--- config.mk ---
export PLATFORM = sky130hd
export DESIGN_NAME = dws_window_top
export DESIGN_NICKNAME = d
export VERILOG_FILES = /design/src/rtl/dws_pkg.sv /design/src/rtl/dws_ctrl_reg.sv /design/src/rtl/dws_index_seq.sv /design/src/rtl/dws_regfile.sv /design/src/rtl/dws_window_top.sv
export SDC_FILE = /design/constraint.sdc
export NUM_CORES = 1
export LEC_CHECK = 0
export ABC_CLOCK_PERIOD_IN_PS = 42600
export BUFFER_PORTS_ARGS = -buffer_cell sky130_fd_sc_hd__buf_4
export CORE_UTILIZATION = 68
export DETAILED_ROUTE_END_ITERATION = 6
export GPL_TIMING_DRIVEN = 1
export PLACE_DENSITY = 0.86
export SLEW_MARGIN = 20
export SYNTH_ARGS = -nofsm -noshare
export SYNTH_HDL_FRONTEND = slang
export SYNTH_SLANG_ARGS = --single-unit
--- constraint.sdc ---
create_clock -name clk -period 42.6 [get_ports clk]
set_clock_uncertainty 0.15 [all_clocks]
set_input_delay 2.13 -clock clk [delete_from_list [all_inputs] [get_ports clk]]
set_output_delay 2.13 -clock clk [all_outputs]
set_load 0.05 [all_outputs]
--- src/rtl/dws_pkg.sv ---
package dws_pkg;
  typedef enum logic [1:0] {
    SEL_FILE = 2'd0,
    SEL_CTRL = 2'd1,
    SEL_WIN  = 2'd2,
    SEL_NONE = 2'd3
  } dws_sel_e;
endpackage

--- src/rtl/dws_ctrl_reg.sv ---
module dws_ctrl_reg #(
  parameter int DATA_W  = 16,
  parameter int FIELD_W = 5,
  parameter int LEN_LSB = 8
) (
  input  logic               clk,
  input  logic               rst_n,
  input  logic               wr_en,
  input  logic [DATA_W-1:0]  wdata,
  output logic [FIELD_W-1:0] len_code,
  output logic [FIELD_W-1:0] start_reg,
  output logic [DATA_W-1:0]  rd_word
);
  logic [FIELD_W-1:0] len_d, start_d;

  always_comb begin
    len_d   = len_code;
    start_d = start_reg;
    if (wr_en) begin
      len_d   = wdata[LEN_LSB +: FIELD_W];
      start_d = wdata[FIELD_W-1:0];
    end
  end

  always_ff @(posedge clk or negedge rst_n) begin
    if (!rst_n) begin
      len_code  <= '0;
      start_reg <= '0;
    end else if (wr_en) begin
      len_code  <= len_d;
      start_reg <= start_d;
    end
  end

  always_comb begin
    rd_word = '0;
    rd_word[LEN_LSB +: FIELD_W] = len_code;
    rd_word[FIELD_W-1:0]        = start_reg;
  end
endmodule

--- src/rtl/dws_index_seq.sv ---
module dws_index_seq #(
  parameter int FIELD_W  = 5,
  parameter int MAX_CODE = 17
) (
  input  logic               clk,
  input  logic               rst_n,
  input  logic               clear,
  input  logic               step,
  input  logic [FIELD_W-1:0] len_code,
  output logic [FIELD_W-1:0] pos
);
  localparam logic [FIELD_W-1:0] MAX_C = FIELD_W'(MAX_CODE);

  logic [FIELD_W-1:0] last_pos;
  logic [FIELD_W-1:0] pos_d;
  logic               pos_en;

  always_comb begin
    last_pos = (len_code > MAX_C) ? MAX_C : len_code;
    pos_en   = clear | step;
    pos_d    = pos;
    if (clear)                pos_d = '0;
    else if (pos >= last_pos) pos_d = '0;
    else                      pos_d = pos + 1'b1;
  end

  always_ff @(posedge clk or negedge rst_n) begin
    if (!rst_n)      pos <= '0;
    else if (pos_en) pos <= pos_d;
  end
endmodule

--- src/rtl/dws_regfile.sv ---
module dws_regfile #(
  parameter int DATA_W = 16,
  parameter int DEPTH  = 32,
  parameter int AW     = 6
) (
  input  logic              clk,
  input  logic              rst_n,
  input  logic              we,
  input  logic [AW-1:0]     addr,
  input  logic [DATA_W-1:0] wdata,
  output logic [DATA_W-1:0] rdata
);
  logic [DATA_W-1:0] mem [DEPTH];
  logic              in_range;

  assign in_range = (int'(addr) < DEPTH);

  for (genvar g = 0; g < DEPTH; g++) begin : g_ent
    logic ent_en;
    assign ent_en = we && in_range && (int'(addr) == g);
    always_ff @(posedge clk or negedge rst_n) begin
      if (!rst_n)      mem[g] <= '0;
      else if (ent_en) mem[g] <= wdata;
    end
  end

  always_comb begin
    rdata = '0;
    for (int i = 0; i < DEPTH; i++)
      if (in_range && int'(addr) == i) rdata = mem[i];
  end
endmodule

--- src/rtl/dws_window_top.sv ---
module dws_window_top #(
  parameter int DATA_W    = 16,
  parameter int FIELD_W   = 5,
  parameter int DEPTH     = 32,
  parameter int ADDR_W    = 6,
  parameter int MAX_CODE  = 17,
  parameter int CTRL_ADDR = 32,
  parameter int WIN_ADDR  = 33
) (
  input  logic              clk,
  input  logic              rst_n,
  input  logic [ADDR_W-1:0] bus_addr,
  input  logic              bus_rd,
  input  logic              bus_wr,
  input  logic [DATA_W-1:0] bus_wdata,
  output logic [DATA_W-1:0] bus_rdata
);
  import dws_pkg::*;
  localparam int TW = FIELD_W + 1;

  logic [1:0]          rst_pipe;
  logic                rst_sync_n;
  dws_sel_e            sel;
  logic                ctrl_we, win_acc, file_we;
  logic [FIELD_W-1:0]  len_code, start_reg, pos;
  logic [DATA_W-1:0]   ctrl_word, file_rdata;
  logic [TW-1:0]       win_tgt, file_addr;

  always_ff @(posedge clk or negedge rst_n) begin
    if (!rst_n) rst_pipe <= '0;
    else        rst_pipe <= {rst_pipe[0], 1'b1};
  end
  assign rst_sync_n = rst_pipe[1];

  always_comb begin
    if (int'(bus_addr) < DEPTH)          sel = SEL_FILE;
    else if (int'(bus_addr) == CTRL_ADDR) sel = SEL_CTRL;
    else if (int'(bus_addr) == WIN_ADDR)  sel = SEL_WIN;
    else                                  sel = SEL_NONE;
  end

  assign ctrl_we = bus_wr && (sel == SEL_CTRL);
  assign win_acc = (bus_rd || bus_wr) && (sel == SEL_WIN);
  assign win_tgt = TW'(start_reg) + TW'(pos);

  always_comb begin
    file_addr = TW'(bus_addr[FIELD_W-1:0]);
    file_we   = bus_wr && (sel == SEL_FILE);
    if (sel == SEL_WIN) begin
      file_addr = win_tgt;
      file_we   = bus_wr;
    end
  end

  dws_ctrl_reg #(.DATA_W(DATA_W), .FIELD_W(FIELD_W), .LEN_LSB(8)) u_ctrl (
    .clk(clk), .rst_n(rst_sync_n), .wr_en(ctrl_we), .wdata(bus_wdata),
    .len_code(len_code), .start_reg(start_reg), .rd_word(ctrl_word)
  );

  dws_index_seq #(.FIELD_W(FIELD_W), .MAX_CODE(MAX_CODE)) u_seq (
    .clk(clk), .rst_n(rst_sync_n), .clear(ctrl_we), .step(win_acc),
    .len_code(len_code), .pos(pos)
  );

  dws_regfile #(.DATA_W(DATA_W), .DEPTH(DEPTH), .AW(TW)) u_file (
    .clk(clk), .rst_n(rst_sync_n), .we(file_we), .addr(file_addr),
    .wdata(bus_wdata), .rdata(file_rdata)
  );

  always_comb begin
    bus_rdata = '0;
    if (bus_rd) begin
      case (sel)
        SEL_FILE, SEL_WIN: bus_rdata = file_rdata;
        SEL_CTRL:          bus_rdata = ctrl_word;
        default:           bus_rdata = '0;
      endcase
    end
  end
endmodule

* After elaboration in Yosys (flattened, before gate mapping)
Cells that the tools add are included.
** Storage, ports and cells
- Output and inout port bits :: 16
- Latch bits :: 0
- Input bits :: 26
- Memories kept :: 0
- Bits in read-only memories :: 0
- Register bits :: 529
- RAM bits :: 0
** Operators by class
- Shift-type cells :: 0
- Equal/unequal tests :: 35
- Magnitude comparators :: 4
- Div/mod/pow operators :: 0
- Add/sub/neg operators :: 2
- Reductions and logical operators :: 72
- Bitwise logic cells :: 1
- Multiply operators :: 0
- Muxes and demuxes :: 42
** Operators with widths (number)
- $mux 16 :: 33
- $eq 6x6->1 const B :: 18
- $logic_and 1x1->1 :: 68
- $eq 6x5->1 const B :: 8
- $pmux 16 s2 :: 1
- $eq 6x4->1 const B :: 4
- $mux 5 :: 3
- $eq 6x3->1 const B :: 2
- $lt 6x6->1 const B :: 2
- $add 5x5->6 :: 1
- $eq 6x2->1 const B :: 1
- $logic_not 6->1 :: 1
- $mux 6 :: 1
- $add 5x1->5 const B :: 1
- $ge 5x5->1 :: 1
- $gt 5x5->1 const B :: 1
- $mux 2 :: 2
- $eq 2x1->1 const B :: 1
- $eq 2x2->1 const B :: 1
- $logic_not 2->1 :: 1
- $mux 1 :: 2
- $reduce_or 2->1 :: 1
- $logic_or 1x1->1 :: 1
- $or 1x1->1 :: 1

* Depth between registers and ports, before layout
- Word-level depth :: 42
- Depth in mapped cells :: 15
- Mapped depth without buffers :: 12

* Modules after synthesis
Synthesis repeated with hierarchy kept, for this count alone.
** Unflattened totals
- Cells, all modules :: 2096
- Area total of the unflattened synthesis :: 26143.8 um^2
** Modules (own cells, without submodules)
- dws_regfile :: area an instance 24543.5 um^2, sequential area each 12812.3 um^2, instances 1, cells an instance 1916
- dws_window_top :: area an instance 665.6 um^2, sequential area each 50.0 um^2, instances 1, cells an instance 97
- dws_ctrl_reg :: area an instance 535.5 um^2, sequential area each 250.2 um^2, instances 1, cells an instance 38
- dws_index_seq :: area an instance 399.1 um^2, sequential area each 125.1 um^2, instances 1, cells an instance 45

* Least setup slack after synthesis
No wires, ideal clock.
- Kind :: input to output
- Start :: in bus_addr[4]
- End :: out bus_rdata[9]
- Path buffers :: 3
- Cell stages on the path :: 11
- Path slack :: 34.841 ns
- Data required time :: 40.320 ns
- Data arrival time :: 5.479 ns
- Cell sequence :: or4b_1 buf_2 a211oi_4 a21oi_2 buf_6 nor4_2 buf_4 a221oi_1 o21ai_0 a221oi_1 a221oi_1
** On the way
- Word-level cells in the longest chain between the ends :: 42
- Elaborated cells on any way between the ends :: 110
- Those cells by class :: order compare (2); eq/ne (35); mux (38); reduce/logical (35)
** Ends and longest elaborated chain
- start: declaration :: line dws_window_top.sv:12 : input logic [ADDR_W-1:0] bus_addr,
- parallel branches: the longest is 40 deep, another holds $lt 6x6->1
- $pmux 16 s2 * :: line dws_window_top.sv:73 : case (sel)
- $mux 16 * :: line dws_window_top.sv:72 : if (bus_rd) begin
- end: declaration :: line dws_window_top.sv:16 : output logic [DATA_W-1:0] bus_rdata
Mark *: on every way between the ends.

* Final worst setup path
- Start :: in bus_addr[4]
- End :: out bus_rdata[3]
Same word-level chain as after synthesis.

==> flow_summary_export.csv <==
group,metric,value,unit
worst_setup_path,rrSetupSlack,37.64,ns
floorplan,initial_core_util,69.74,%
pwr,p_int,0.9221,mW
outcome,status,"complete, no violations",
worst_setup_path,critPathSlowestCell,"a2111oi_0",
pwr,p_per_area,46.36,nW/um2
timing,finalCriticalPeriod,9.081,ns
logic_synthesis,yosysWarnings,0,
cts,clock-root-buffer,"clkbuf_16",
cts,cts_buffers,52,
logic_synthesis,syn_avg_cell_area,12.58,um2
pwr,switching_share,27.08,%
pwr,irDropWorstVdd,0.03619,mV
placement,gp_congestion,0.9716,
timing,period_share,21.32,%
finish,largest_reg_flops,512,
floorplan,core,35830,um2
floorplan,rows,69,
logic_synthesis,ys_ff_latch,529,
placement,placed_area,25580,um2
floorplan,die_w,193.7,um
logic_synthesis,netlist_area,24990,um2
cts,cts.repair.resized,0,
grt,grt_pass1_wl,118.7,mm
finish,syn2layout_area_growth,9.189,%
worst_setup_path,end_kind,"output port",
worst_setup_path,critPathMostFrequentCell,"buf_4",
finish,largest-register,"u_file.mem",
worst_setup_path,crit_family,"compound AO/OA/AOI/OAI gates",
worst_hold_path,hold_end,"rst_pipe[1]",
worst_hold_path,hp-class,"reg -> reg",
timing,finalMaxSlewViolations,0,
finish,fillers,2183,
timing,setup_viol,0,
worst_setup_path,critPathBufInv,4,
pwr,pwr-share-seq,50.1,%
timing,rsz0062_at_grt,"false",
floorplan,chipHeight,193.7,um
pwr,leakagePower,12.16,nW
logic_synthesis,synth_top_area_cell,"dfrtp_1",
pwr,switchingPower,0.3425,mW
finish,stdcell_area,27280,um2
worst_setup_path,r2r-start,"u_seq.pos[0]",
worst_setup_path,worstPathCellList,"buf_4, nor4b_2, nand2_1, o32ai_4, buf_4, nor4_2, buf_4, a2111oi_0, o21ai_0, o21ai_0, a41oi_1, buf_4",
logic_synthesis,synthArstFlopShare,100.0,%
grt,grt_max_degree,88,
cts,clock_sinks,529,
worst_setup_path,cp_slowest_stage_delay,0.97,ns
worst_setup_path,regToRegEndpoint,"u_file.mem[209]",
cts,cts_tree,"built",
drt,vias,19000,
logic_synthesis,synthTopCellsByArea,"dfrtp_1 53%, mux2_2 23%, a22oi_1 2.0%",
worst_hold_path,whs_path_depth,0,
pwr,clkPwrFrac,35.9,%
grt,grt_pass1_vias,19180,
worst_setup_path,critPathMaxFanout,20,
grt,grt_overflow_total,0,
logic_synthesis,syn_inst,1986,
worst_hold_path,hold_path_startpoint,"rst_pipe[0]",
placement,hpwl,48.66,mm
grt,antenna_found_initial,0,
cts,clk_latency,0.61,ns
cts,clockBufferDepth,3,
logic_synthesis,synth_commonest_cells,"529 x dfrtp_1, 519 x mux2_2, 93 x nand2_1",
cts,clkTransAtPathRegs,0.06,ns
floorplan,pin_count,42,
drt,finalWirelength,77.91,mm
drt,route.detailed.drc,0,
logic_synthesis,ys_seq_area_share,52.98,%
cts,post_cts_buffers,0,
worst_setup_path,rr_worst_depth,8,
worst_setup_path,cp-start-kind,"input port",
worst_setup_path,cp.arrival,6.80,ns
timing,tightest_slew,1.277,ns
finish,diodes,0,
drt,routed_via_density,7.688,
logic_synthesis,syn-num-nets,2024,
drt,drt-pass1-iter-count,7,
logic_synthesis,synth_ff_type,"dfrtp_1",
drt,first_iter_violations,2597,
drt,wl_per_cell,31.53,um
grt,track_usage,42.22,%
finish,drive_above_1_share,38.26,%
timing,finalSetupTns,0,ns
logic_synthesis,yosys.area.top_type_share,52.98,%
worst_setup_path,worstSetupPathType,"in -> out",
drt,antenna_left,0,
logic_synthesis,synth.most_common_cell,"dfrtp_1",
timing,slew-limit-headroom,13.96,%
floorplan,dieArea,37510,um2
timing,hold_violations,0,
logic_synthesis,synthDistinctLibCells,80,
worst_setup_path,cp.required,40.32,ns
placement,io_buffers,41,
cts,cts_hold_buffers,0,
job,maxCapViolCount,0,
finish,final_net_count,2010,
cts,cts_max_level,2,
timing,max_freq,0.1101,GHz
logic_synthesis,synth_edf_count,0,
pwr,comb_power_share,14.0,%
-- placed cells by master (no fill, tap or decap), types with 15 or more instances in the layout --
master / count
nand3_1: 24
o211ai_1: 15
nor2_1: 78
a22oi_1: 66
clkbuf_16: 53
o21ai_0: 55
nor2_2: 16
o22ai_1: 28
a22o_1: 18
buf_4: 87
dfrtp_1: 528
a21oi_1: 76
a222oi_1: 31
nand2_1: 92
nor3_1: 19
a221oi_1: 36
mux2_2: 519
-- stage by stage --
step / util [%] / cells / hold slack [ns] / total power [mW] / setup WS, ns
2_1_floorplan: - / 1986 / 0.1812 / 0.7497 / 26.61
3_3_place_gp: 71.40 / 2379 / 0.1872 / 0.7951 / 33.79
3_5_place_dp: 71.40 / 2379 / 0.1897 / 0.8096 / 33.72
4_1_cts: 76.06 / 2471 / 0.2040 / 1.257 / 33.68
5_1_grt: 76.14 / 2471 / 0.2070 / 1.302 / 33.36
6_report: 76.14 / 2471 / 0.2008 / 1.265 / 33.52
-- worst max-delay path by stage --
stage,startpoint,to,cells after the start
final,bus_addr[4],bus_rdata[3],12
after global routing,bus_addr[4],bus_rdata[13],11
after CTS,bus_addr[4],bus_rdata[10],11
after detailed placement,bus_addr[4],bus_rdata[10],11
after global placement,bus_addr[4],bus_rdata[2],12
after floorplan,rst_pipe[1],u_ctrl.len_code[0],0
-- layer usage --
layer  track usage (%)  routed length (um)  vias to the layer above
met4             27.44                5790                        0
met3             13.25                9712                      438
met5                 0                   0                        -
met2             62.94               34760                     1458
li1                  -                   -                     7444
met1             53.68               27650                     9657
-- cells by family after synthesis --
group | share of synthesized area, %
adder cells (fa/ha/maj) | 0.6310
buffers and inverters | 2.975
multiplexers | 23.43
AO/OA/AOI/OAI | 13.34
XOR/XNOR | 0.1052
AND/OR/NAND/NOR | 6.525
flip-flops | 52.98
other | 0.01501
-- final cells by class --
type | instances | area [um2] | share of cell area [%]
clock inverters | 16 | 115.1 | 0.4219
clock buffers | 76 | 1553 | 5.692
well taps | 461 | 576.8 | 2.114
repair buffers | 88 | 664.4 | 2.435
multi-input cells | 1295 | 11110 | 40.72
flip-flops and latches | 529 | 13240 | 48.54
inverters | 6 | 22.52 | 0.08255
-- power by group through the flow --
stage | Combinational [mW] | Clock [mW] | Sequential [mW]
CTS | 0.174 | 0.453 | 0.630
global route | 0.188 | 0.474 | 0.640
floorplan | 0.121 | 0 | 0.629
detailed placement | 0.172 | 0 | 0.638
finish | 0.178 | 0.454 | 0.633
global placement | 0.164 | 0 | 0.631
No activity file was read; power rests on OpenSTA's default activity.
